--- config.mk ---
export PLATFORM = sky130hd
export DESIGN_NAME = page_walker
export DESIGN_NICKNAME = d
export VERILOG_FILES = /design/src/rtl/walk_pkg.sv /design/src/rtl/walk_ctrl.sv /design/src/rtl/walk_datapath.sv /design/src/rtl/page_walker.sv
export SDC_FILE = /design/constraint.sdc
export NUM_CORES = 1
export LEC_CHECK = 0
export CAP_MARGIN = 40
export CORE_AREA = 2 2 211 213
export CTS_BUF_LIST = sky130_fd_sc_hd__clkbuf_2 sky130_fd_sc_hd__clkbuf_4 sky130_fd_sc_hd__clkbuf_8
export CTS_CLUSTER_DIAMETER = 80
export DETAILED_ROUTE_END_ITERATION = 16
export DIE_AREA = 0 0 213 215
export DONT_BUFFER_PORTS = 1
export PLACE_DENSITY = 0.7
export SETUP_SLACK_MARGIN = 0.1
export SLEW_MARGIN = 20
export SYNTH_ARGS = -nofsm -noshare
export SYNTH_HDL_FRONTEND = slang
export SYNTH_SLANG_ARGS = --single-unit
--- constraint.sdc ---
create_clock -name clk -period 13.7 [get_ports clk]
set_clock_uncertainty 0.15 [all_clocks]
set_input_delay 2.74 -clock clk [delete_from_list [all_inputs] [get_ports clk]]
set_output_delay 2.74 -clock clk [all_outputs]
set_load 0.01 [all_outputs]
--- src/rtl/walk_pkg.sv ---
package walk_pkg;
  localparam int VA_W     = 64;
  localparam int IDX_W    = 11;              // region/segment index width
  localparam int PIDX_W   = 8;               // page index width
  localparam int PAGE_SH  = 12;
  localparam int LARGE_SH = PAGE_SH + PIDX_W;
  localparam int NARROW_W = 31;
  localparam int LVL_W    = 3;
  localparam int CODE_W   = 8;
  localparam int PERM_W   = 3;
  localparam logic [LVL_W-1:0] TOP_LVL = 3'd4;

  localparam logic [1:0] ACC_READ  = 2'b00;
  localparam logic [1:0] ACC_WRITE = 2'b01;
  localparam logic [1:0] ACC_FETCH = 2'b10;

  localparam logic [1:0] SP_PRI  = 2'b00;
  localparam logic [1:0] SP_AR   = 2'b01;
  localparam logic [1:0] SP_SEC  = 2'b10;
  localparam logic [1:0] SP_HOME = 2'b11;

  localparam logic [CODE_W-1:0] FC_PROT  = 8'h04;
  localparam logic [CODE_W-1:0] FC_SEGX  = 8'h10;
  localparam logic [CODE_W-1:0] FC_PAGEX = 8'h11;
  localparam logic [CODE_W-1:0] FC_SPEC  = 8'h12;

  typedef struct packed {
    logic capture;   // request accepted this cycle
    logic step;      // table entry arrived this cycle
  } walkStrobe_t;

  typedef struct packed {
    logic              fault;
    logic [CODE_W-1:0] code;
    logic [VA_W-1:0]   raddr;
    logic [PERM_W-1:0] perm;
    logic [VA_W-1:0]   word;
  } rsp_t;

  function automatic logic [VA_W-1:0] tableOffset(logic [LVL_W-1:0] lvl, logic [VA_W-1:0] va);
    logic [VA_W-1:0] off;
    logic [VA_W-1:0] sh;
    off = '0;
    if (lvl == '0) begin
      off[PIDX_W+2:3] = va[PAGE_SH +: PIDX_W];
    end else begin
      sh = va >> (LARGE_SH + IDX_W * (int'(lvl) - 1));
      off[IDX_W+2:3] = sh[IDX_W-1:0];
    end
    return off;
  endfunction

  function automatic rsp_t faultRsp(logic [CODE_W-1:0] code, logic [VA_W-1:0] word);
    rsp_t r;
    r = '0;
    r.fault = 1'b1;
    r.code  = code;
    r.word  = word;
    return r;
  endfunction

  function automatic rsp_t leafRsp(logic [VA_W-1:0] ra, logic ro, logic [1:0] acc,
                                   logic secMask, logic [VA_W-1:0] va, logic [1:0] sc);
    rsp_t r;
    if (acc == ACC_WRITE && ro) return faultRsp(FC_PROT, va | VA_W'(sc) | VA_W'(4));
    r = '0;
    r.raddr = ra;
    r.perm  = {1'b1, !ro, 1'b1};
    if (secMask) r.perm = r.perm & ((acc == ACC_FETCH) ? 3'b100 : 3'b011);
    return r;
  endfunction
endpackage

--- src/rtl/walk_ctrl.sv ---
module walk_ctrl
  import walk_pkg::*;
(
  input  logic        clk,
  input  logic        rstN,
  input  logic        reqValid,
  input  logic        needWalk,
  input  logic        memRspValid,
  input  logic        walkDone,
  output logic        reqReady,
  output walkStrobe_t strobe
);
  typedef enum logic {ST_IDLE, ST_BUSY} state_e;
  state_e state;

  always_comb begin
    strobe.capture = (state == ST_IDLE) && reqValid;
    strobe.step    = (state == ST_BUSY) && memRspValid;
  end

  assign reqReady = (state == ST_IDLE);

  always_ff @(posedge clk) begin
    if (!rstN) begin
      state <= ST_IDLE;
    end else if (strobe.capture && needWalk) begin
      state <= ST_BUSY;
    end else if (strobe.step && walkDone) begin
      state <= ST_IDLE;
    end
  end

  // an entry arriving while idle is never consumed as a step
  assert_no_idle_step_R13: assert property (@(posedge clk) disable iff (!rstN)
    (reqReady && memRspValid) |-> !strobe.step);
endmodule

--- src/rtl/walk_datapath.sv ---
module walk_datapath
  import walk_pkg::*;
(
  input  logic              clk,
  input  logic              rstN,
  input  walkStrobe_t       strobe,
  input  logic [VA_W-1:0]   reqVaddr,
  input  logic [1:0]        reqAccess,
  input  logic [1:0]        reqSpace,
  input  logic              xlateEn,
  input  logic              addr64,
  input  logic              largePageEn,
  input  logic [VA_W-1:0]   descPrimary,
  input  logic [VA_W-1:0]   descSecondary,
  input  logic [VA_W-1:0]   descHome,
  input  logic [VA_W-1:0]   memRspData,
  output logic              needWalk,
  output logic              walkDone,
  output logic              memReqValid,
  output logic [VA_W-1:0]   memAddr,
  output logic              rspValid,
  output rsp_t              rspOut
);
  // ---- request decode ----
  logic [VA_W-1:0]  vaIn, descIn, startAddr;
  logic [1:0]       useSpace, scIn, descType;
  logic [LVL_W-1:0] startLevel;
  logic             badSpace, rangeBad, secMaskIn;

  always_comb begin
    vaIn = reqVaddr;
    if (!addr64) vaIn[VA_W-1:NARROW_W] = '0;
    vaIn[PAGE_SH-1:0] = '0;
    secMaskIn = xlateEn && (reqSpace == SP_SEC);
    useSpace  = (reqSpace == SP_SEC && reqAccess == ACC_FETCH) ? SP_PRI : reqSpace;
    badSpace  = (reqSpace == SP_AR);
    case (useSpace)
      SP_PRI:  begin scIn = 2'd1; descIn = descPrimary;   end
      SP_SEC:  begin scIn = 2'd2; descIn = descSecondary; end
      SP_HOME: begin scIn = 2'd3; descIn = descHome;      end
      default: begin scIn = 2'd0; descIn = descPrimary;   end
    endcase
    descType   = descIn[3:2];
    rangeBad   = (descType != 2'd3) &&
                 ((vaIn >> (LARGE_SH + IDX_W * (int'(descType) + 1))) != '0);
    startLevel = {1'b0, descType} + 3'd1;
    startAddr  = {descIn[VA_W-1:PAGE_SH], {PAGE_SH{1'b0}}} + tableOffset(startLevel, vaIn);
    needWalk   = xlateEn && !badSpace && !rangeBad && !descIn[5];
  end

  // ---- walk state ----
  logic [VA_W-1:0]  vaQ;
  logic [1:0]       scQ, accQ;
  logic             secMaskQ, largeQ;
  logic [LVL_W-1:0] levelQ;

  // ---- entry evaluation ----
  logic [VA_W-1:0]   ent, leafRa, nextAddr;
  logic [LVL_W-1:0]  nextLevel;
  logic [1:0]        expType;
  logic              entFault, leaf, leafRo;
  logic [CODE_W-1:0] entCode;
  logic              unusedBits;

  assign ent        = memRspData;
  assign unusedBits = ^{ent[8:6], ent[4], ent[1:0]};

  always_comb begin
    entFault  = 1'b0;
    entCode   = '0;
    leaf      = 1'b0;
    leafRo    = 1'b0;
    leafRa    = '0;
    nextLevel = levelQ - 3'd1;
    nextAddr  = {ent[VA_W-1:PAGE_SH], {PAGE_SH{1'b0}}} + tableOffset(levelQ - 3'd1, vaQ);
    expType   = (levelQ >= 3'd2) ? 2'(levelQ - 3'd2) : 2'd0;
    if (levelQ == '0) begin
      if (ent[10]) begin
        entFault = 1'b1; entCode = FC_PAGEX;
      end else begin
        leaf = 1'b1; leafRo = ent[9];
        leafRa = {ent[VA_W-1:PAGE_SH], {PAGE_SH{1'b0}}};
      end
    end else if (ent[5]) begin
      entFault = 1'b1; entCode = FC_SEGX;
    end else if (ent[3:2] != expType) begin
      entFault = 1'b1; entCode = FC_SPEC;
    end else if (levelQ == 3'd1) begin
      if (largeQ && ent[10]) begin
        leaf = 1'b1; leafRo = ent[9];
        leafRa = {ent[VA_W-1:LARGE_SH], vaQ[LARGE_SH-1:PAGE_SH], {PAGE_SH{1'b0}}};
      end else begin
        nextAddr = {ent[VA_W-1:PAGE_SH-1], {(PAGE_SH-1){1'b0}}} + tableOffset('0, vaQ);
      end
    end
    walkDone = entFault || leaf;
  end

  always_ff @(posedge clk) begin
    if (!rstN) begin
      vaQ <= '0; scQ <= '0; accQ <= '0; secMaskQ <= 1'b0; largeQ <= 1'b0;
      levelQ <= '0; memReqValid <= 1'b0; memAddr <= '0;
      rspValid <= 1'b0; rspOut <= '0;
    end else begin
      memReqValid <= 1'b0;
      rspValid    <= 1'b0;
      if (strobe.capture) begin
        vaQ <= vaIn; scQ <= scIn; accQ <= reqAccess;
        secMaskQ <= secMaskIn; largeQ <= largePageEn;
        if (needWalk) begin
          memReqValid <= 1'b1;
          memAddr     <= startAddr;
          levelQ      <= startLevel;
        end else begin
          rspValid <= 1'b1;
          if (!xlateEn)      rspOut <= leafRsp(vaIn, 1'b0, reqAccess, 1'b0, vaIn, scIn);
          else if (badSpace) rspOut <= faultRsp(FC_SPEC, vaIn);
          else if (rangeBad) rspOut <= faultRsp(FC_SPEC, vaIn | VA_W'(scIn));
          else               rspOut <= leafRsp(vaIn, 1'b0, reqAccess, secMaskIn, vaIn, scIn);
        end
      end else if (strobe.step) begin
        if (walkDone) begin
          rspValid <= 1'b1;
          rspOut   <= entFault ? faultRsp(entCode, vaQ | VA_W'(scQ))
                               : leafRsp(leafRa, leafRo, accQ, secMaskQ, vaQ, scQ);
        end else begin
          memReqValid <= 1'b1;
          memAddr     <= nextAddr;
          levelQ      <= nextLevel;
        end
      end
    end
  end

  assert_single_read_R13: assert property (@(posedge clk) disable iff (!rstN)
    memReqValid |=> !memReqValid);
  assert_level_range_R7: assert property (@(posedge clk) disable iff (!rstN)
    memReqValid |-> levelQ <= TOP_LVL);
  assert_fault_zero_R8: assert property (@(posedge clk) disable iff (!rstN)
    (rspValid && rspOut.fault) |-> (rspOut.raddr == '0 && rspOut.perm == '0));
  assert_prot_word_R11: assert property (@(posedge clk) disable iff (!rstN)
    (rspValid && rspOut.fault && rspOut.code == FC_PROT) |-> (rspOut.word[2] && rspOut.word[1:0] != 2'b00));
  assert_sec_fetch_perm_R12: assert property (@(posedge clk) disable iff (!rstN)
    (rspValid && !rspOut.fault && secMaskQ && accQ == ACC_FETCH) |-> rspOut.perm == 3'b100);
endmodule

--- src/rtl/page_walker.sv ---
module page_walker
  import walk_pkg::*;
(
  input  logic               clk,
  input  logic               rstN,
  input  logic               reqValid,
  output logic               reqReady,
  input  logic [VA_W-1:0]    reqVaddr,
  input  logic [1:0]         reqAccess,
  input  logic [1:0]         reqSpace,
  input  logic               xlateEn,
  input  logic               addr64,
  input  logic               largePageEn,
  input  logic [VA_W-1:0]    descPrimary,
  input  logic [VA_W-1:0]    descSecondary,
  input  logic [VA_W-1:0]    descHome,
  output logic               memReqValid,
  output logic [VA_W-1:0]    memAddr,
  input  logic               memRspValid,
  input  logic [VA_W-1:0]    memRspData,
  output logic               rspValid,
  output logic [VA_W-1:0]    rspRaddr,
  output logic [PERM_W-1:0]  rspPerm,
  output logic               rspFault,
  output logic [CODE_W-1:0]  rspCode,
  output logic [VA_W-1:0]    rspExcWord
);
  walkStrobe_t strobe;
  logic needWalk, walkDone;
  rsp_t rspOut;

  walk_ctrl u_ctrl (
    .clk(clk), .rstN(rstN), .reqValid(reqValid), .needWalk(needWalk),
    .memRspValid(memRspValid), .walkDone(walkDone), .reqReady(reqReady), .strobe(strobe)
  );

  walk_datapath u_dp (
    .clk(clk), .rstN(rstN), .strobe(strobe), .reqVaddr(reqVaddr), .reqAccess(reqAccess),
    .reqSpace(reqSpace), .xlateEn(xlateEn), .addr64(addr64), .largePageEn(largePageEn),
    .descPrimary(descPrimary), .descSecondary(descSecondary), .descHome(descHome),
    .memRspData(memRspData), .needWalk(needWalk), .walkDone(walkDone),
    .memReqValid(memReqValid), .memAddr(memAddr), .rspValid(rspValid), .rspOut(rspOut)
  );

  assign rspRaddr   = rspOut.raddr;
  assign rspPerm    = rspOut.perm;
  assign rspFault   = rspOut.fault;
  assign rspCode    = rspOut.code;
  assign rspExcWord = rspOut.word;

  assert_ready_low_R13: assert property (@(posedge clk) disable iff (!rstN)
    memReqValid |-> !reqReady);
  assert_idle_on_result_R1: assert property (@(posedge clk) disable iff (!rstN)
    rspValid |-> reqReady);
endmodule

==> results of run 1 <==
## area by class of cell
cell class / instances / area share, %
Antenna cell: 9 / 0.1099
Clock buffer: 63 / 3.926
Clock inverter: 12 / 0.5740
Inverter: 40 / 0.7388
Multi-Input combinational cell: 2105 / 65.15
Sequential cell: 239 / 23.36
Tap cell: 592 / 3.615
Timing Repair Buffer: 50 / 2.534
## power by group
group          internal, W  total (W)  switching [W]
clock             0.000401   0.000747       0.000346
combinational     0.000211   0.000600       0.000388
sequential        0.000737   0.000798      0.0000610
## layout by cell type, fill, tap and decap left out, types with 12 or more instances in the layout
cell	Yosys	final
or3_1	29	29
inv_1	36	35
nand3b_1	15	15
a21oi_1	306	306
nand4_1	17	17
or2_2	12	12
o21ai_0	211	211
a22o_1	15	15
mux2_2	20	20
mux4_2	39	39
a211o_1	54	54
ha_1	20	17
xnor2_1	58	58
a221oi_1	28	28
a211oi_1	29	29
nand3_1	72	72
clkbuf_8	0	53
nor3b_1	13	12
a2bb2oi_1	14	14
nor2b_1	20	19
dfxtp_1	239	238
nand2_1	364	362
a22oi_1	35	35
nor4_1	13	13
a221o_1	20	20
o221ai_1	14	14
a32oi_1	57	57
xor2_1	46	46
and3_1	30	30
and2_1	19	19
buf_4	30	36
conb_1	1	28
mux2i_1	55	55
nor3_1	39	39
a31oi_1	55	55
nor2_1	215	213
## path summary, 6_finish.rpt
| path | from | endpoint | slack, ns | depth (start not counted) |
|---|---|---|---|---|
| worst max-delay path | reqAccess[1] | u_dp.memAddr[59]$_SDFFE_PN0P_ | 3.31 | 23 |
| worst min-delay path | u_dp.largeQ$_SDFFE_PN0P_ | u_dp.largeQ$_SDFFE_PN0P_ | 0.32 | 2 |
| worst max register to register | u_dp.levelQ[0]$_SDFFE_PN0P_ | u_dp.memAddr[62]$_SDFFE_PN0P_ | 6.44 | 26 |
| worst min register to register | u_dp.largeQ$_SDFFE_PN0P_ | u_dp.largeQ$_SDFFE_PN0P_ | 0.32 | 2 |
## per-stage QoR
step	hold slack, ns	area, µm²	worst slack [ns]	util [%]	std cells
2_1_floorplan	0.2821	19410	2.082	-	2649
3_3_place_gp	0.2942	19310	2.762	44.24	3011
3_5_place_dp	0.2969	19500	2.894	44.68	3024
4_1_cts	0.3050	20420	3.552	46.79	3099
5_1_grt	0.3405	20490	2.935	46.95	3109
6_report	0.3153	20490	3.313	46.95	3110
## per-layer routing
| layer | GRT usage [%] | share of wire (%) | vias up |
|---|---|---|---|
| met1 | 46.11 | 37 | 10180 |
| met4 | 26.57 | 8.1 | 2 |
| met5 | 0 | 0.0099 | - |
| li1 | - | - | 9389 |
| met3 | 8.037 | 10 | 316 |
| met2 | 60.38 | 45 | 1383 |
## registers in the layout, summed over array words and instances, names as in the netlist
signal	count
u_dp.rspOut	114
u_dp.memAddr	61
u_dp.vaQ	52
u_dp.levelQ	3
u_dp.accQ	2
u_dp.scQ	2
u_ctrl.state	1
u_dp.largeQ	1
u_dp.memReqValid	1
u_dp.rspValid	1
u_dp.secMaskQ	1
## kinds of logic (layout without fill, tap and decap cells)
group                      after synthesis  after routing
AOI/OAI and AO/OA                      937            937
and+or+nand+nor                        898            898
buffers and inverters                  305            165
DFF                                    239            239
muxes                                  114            114
xor gates and xnor gates               104            104
adders and majority gates               24             24
other                                    1             37
## worst max-delay path, cell delays in order
cell	delay (ns)
or3b_1	0.17
nand2_2	0.06
clkinv_1	0.06
ha_2	0.28
buf_4	0.55
a32oi_1	0.15
buf_4	0.21
a311oi_4	0.32
buf_4	0.63
ha_1	0.30
nor2b_1	0.69
a311o_1	0.66
nor3_1	0.25
ha_1	0.34
a21oi_1	0.09
or4_1	0.66
nor3_1	0.63
nor3b_2	0.67
nand2_1	0.27
nor4_1	0.35
xor2_1	0.26
a211oi_1	0.13
a31o_1	0.23
==> flow_metrics.tcl, run 1 <==
set metrics [dict create \
    cts_sinks 239 \
    cts_buffer_depth 3 \
    overflow 0 \
    gp_congestion 1.031 \
    p_per_area_nw_per_um2 104.7 \
    fmax_mhz 96.27 \
    post-dp-hpwl_um 67510 \
    synth_compound_area_share_pct 31.80 \
    cts.reportedPaths.clkPinSlew_ns 0.06 \
    critPathArrivalTime_ns 10.78 \
    min_period_ns 10.39 \
    crit_path_end_kind "register" \
    post_cts_buffers 0 \
    grtUsageTotal_pct 38.18 \
    drt_pre_antenna_iters 6 \
    route.detailed.drc 0 \
    syn_inst 2622 \
    grt_max_degree 174 \
    synth.most_common_cell "nand2_1" \
    synth_common_cells "364 x nand2_1, 306 x a21oi_1, 239 x dfxtp_1" \
    cts-resized-gates 0 \
    synth.area.top_cells "dfxtp_1 25%, a21oi_1 7.9%, nand2_1 7.1%" \
    ys_warn_count 0 \
    drt_iter0_drc 2565 \
    wl_per_cell_um 29.21 \
    final_net_count 2834 \
    synth_ff_type "dfxtp_1" \
    num_rows 77 \
    drive_gt1_share_pct 9.047 \
    crit_fanout 59 \
    root_buffer "clkbuf_8" \
    worstSetupPathType "primary input to register" \
    cap_violations 0 \
    yosys.area.top_type_share_pct 24.77 \
    fin_setup_tns_ns 0 \
    clkLatencyLatePin_ns 0.64 \
    p_total_w 0.002145 \
    synth_cell_types 89 \
    grt_pass1_wl_um 130500 \
    fillers 4413 \
    cts_buffers 43 \
    multi_input_comb_area_um2 13350 \
    leakage_nw 7.015 \
    relSlewSlack_pct 34.47 \
    vias 21270 \
    drt_wl_total_um 90850 \
    finalSetupViolCount 0 \
    outcome "complete, no violations" \
    antenna_found_initial 10 \
    post-route-period-util_pct 75.82 \
    hold_viol 0 \
    crit_required_ns 14.09 \
    ys_ff_latch 239 \
    rsz0062_at_grt "no" \
    ir_drop_uv 57.69 \
    tightest_slew_ns 0.9829 \
    synthSimpleGateAreaFrac_pct 21.44 \
    fp.coreArea_um2 43640 \
    start_util_pct 44.25 \
    synth_top_family_by_area "compound AO/OA/AOI/OAI gates" \
    io_buffers 0 \
    hold_buffers 0 \
    register_area_um2 4786 \
    syn_area_um2 19310 \
    die_h_um 215 \
    cts_tree "yes" \
    synth-edff-count 0 \
    grt_pass1_vias 19560 \
    die_w_um 213 \
    worst_setup_path_start_kind "primary input" \
    postRouteAntennaNets 0 \
    die-area_um2 45800 \
    hold_path_class "register to register" \
    ios 538 \
    syn2layout_area_growth_pct 6.103 \
    viasPerCell 6.839 \
    synthArstFlopShare_pct 0 \
    synth_area_leader_cell "dfxtp_1" \
    seq_area_frac_synth_pct 24.77 \
    cts_htree_levels 2 \
    yosys.area_share.xor_xnor_pct 4.717 \
    synth_mux_area_share_pct 8.565 \
    synth_fa_ha_area_share_pct 1.710 \
    drv_slew 0 \
    syn_avg_cell_area_um2 7.365 \
]
Note: power is estimated with default switching activity, not from simulation.
==> inputs of run 2 (changes only) <==
==> constraint.sdc (replaced) <==
create_clock -name clk -period 9.8 [get_ports clk]
set_clock_uncertainty 0.15 [all_clocks]
set_input_delay 1.96 -clock clk [delete_from_list [all_inputs] [get_ports clk]]
set_output_delay 1.96 -clock clk [all_outputs]
set_load 0.01 [all_outputs]
==> flow_metrics.tcl, run 2 (synthesis results as in run 1) <==
set metrics [dict create \
    outcome "complete, no violations" \
    post_dp_cell_area_um2 19510 \
    tightest_slew_ns 1.033 \
    die_w_um 213 \
    num_rows 77 \
    regMostFlops "u_dp.rspOut" \
    final_net_count 2839 \
    antenna_found_initial 11 \
    drive_gt1_share_pct 9.391 \
    grtUsageTotal_pct 37.03 \
    start_util_pct 44.25 \
    post-route-period-util_pct 86.04 \
    drv_slew 0 \
    route.detailed.drc 0 \
    cts-resized-gates 0 \
    crit_fanout 25 \
    cts_htree_levels 2 \
    cap_violations 0 \
    placed_cells 3027 \
    max_stage_delay_ns 0.54 \
    relSlewSlack_pct 31.14 \
    cts_buffers 43 \
    finalSetupViolCount 0 \
    leakage_nw 7.057 \
    wl_per_cell_um 28.39 \
    rsz0062_at_grt "no" \
    drt_pre_antenna_iters 6 \
    ir_drop_uv 124.8 \
    die-area_um2 45800 \
    drt_iter0_drc 2460 \
    setup_ws_ns 1.368 \
    cts_sinks 239 \
    post_cts_buffers 0 \
    root_buffer "clkbuf_8" \
    min_period_ns 8.432 \
    cts_tree "yes" \
    gp_congestion 1.063 \
    clkLatencyLatePin_ns 0.63 \
    grt_pass1_vias 19250 \
    crit_required_ns 10.18 \
    io_buffers 0 \
    cts.reportedPaths.clkPinSlew_ns 0.05 \
    fmax_mhz 118.6 \
    hold_buffers 0 \
    die_h_um 215 \
    viasPerCell 6.699 \
    hold_viol 0 \
    hold_path_class "register to register" \
    fp.coreArea_um2 43640 \
    dp_slack_ns 0.8200 \
    drt_wl_total_um 88420 \
    final_cells 3114 \
    worstSetupPathType "primary input to register" \
    fin_setup_tns_ns 0 \
    overflow 0 \
    grt_max_degree 127 \
    syn2layout_area_growth_pct 6.336 \
    layout_commonest_cell "nand2_1" \
    final_area_um2 20540 \
    worst_setup_path_start_kind "primary input" \
    vias 20860 \
    p_per_area_nw_per_um2 146.0 \
    final_cell_mix "362 x nand2_1, 306 x a21oi_1, 238 x dfxtp_1" \
    ios 538 \
    biggestRegsByFlops "u_dp.rspOut: 114 flops, u_dp.memAddr: 61 flops, u_dp.vaQ: 52 flops" \
    crit_path_top_delay_cell "or4b_4" \
    crit_path_end_kind "register" \
    largest_register_ffs 114 \
    postRouteAntennaNets 0 \
    grt_pass1_wl_um 126800 \
    critPathArrivalTime_ns 8.82 \
    cts_buffer_depth 3 \
    post-dp-hpwl_um 67080 \
    fin_hold_ws_ns 0.3015 \
]
run 2: cell types whose count changed in the layout (fill, tap and decap cells not counted), sizes merged:
cell           change
inv                -1
clkinv             -2
clkdlybuf4s15      -1
bufinv             +2
buf                +5
clkinvlp           +1
run 2: worst max-delay path: cells and delay by family:
| family | cells | cell delay (ns) |
|---|---|---|
| buffers and inverters | 2 | 0.40 |
| XOR/XNOR | 1 | 0.12 |
| adder cells (fa/ha/maj) | 4 | 1.30 |
| AO/OA/AOI/OAI | 6 | 1.37 |
| AND/OR/NAND/NOR | 12 | 3.65 |
run 2: power by group:
group	switching, W	internal, W
sequential	0.0000831	0.00103
combinational	0.000537	0.000293
clock	0.000452	0.000602
total	0.00107	0.00193
run 2: layer usage:
layer / GRT usage [%] / wire length, µm / up-vias
met5: 0 / 0 / -
met4: 26.46 / 7444 / 0
met3: 8.140 / 8511 / 304
met2: 58.69 / 39630 / 1334
met1: 44.10 / 32840 / 9830
li1: - / - / 9394
run 2: metrics by stage:
| stage | util, % | total power (W) |
|---|---|---|
| floorplan | - | 0.001724 |
| global placement | 44.49 | 0.001927 |
| detailed placement | 44.69 | 0.001937 |
| CTS | 46.87 | 0.002989 |
| global route | 47.05 | 0.003123 |
| finish | 47.05 | 0.002998 |
run 2: layout make-up:
class	instances	area (µm²)
Fill cell	4377	23110
Multi-Input combinational cell	2105	13390
Sequential cell	239	4786
Clock buffer	62	790.8
Tap cell	592	740.7
Timing Repair Buffer	55	490.5
Clock inverter	12	158.9
Inverter	40	152.6
Antenna cell	9	22.52
run 2: worst paths after layout:
kind,startpoint,end,slack (ns),cells past startpoint
worst max-delay path,reqAccess[0],u_dp.memAddr[62]$_SDFFE_PN0P_,1.37,25
worst min-delay path,u_dp.scQ[0]$_SDFFE_PN0P_,u_dp.scQ[0]$_SDFFE_PN0P_,0.30,2
worst max register to register,u_dp.levelQ[0]$_SDFFE_PN0P_,u_dp.memAddr[62]$_SDFFE_PN0P_,1.96,26
worst min register to register,u_dp.scQ[0]$_SDFFE_PN0P_,u_dp.scQ[0]$_SDFFE_PN0P_,0.30,2
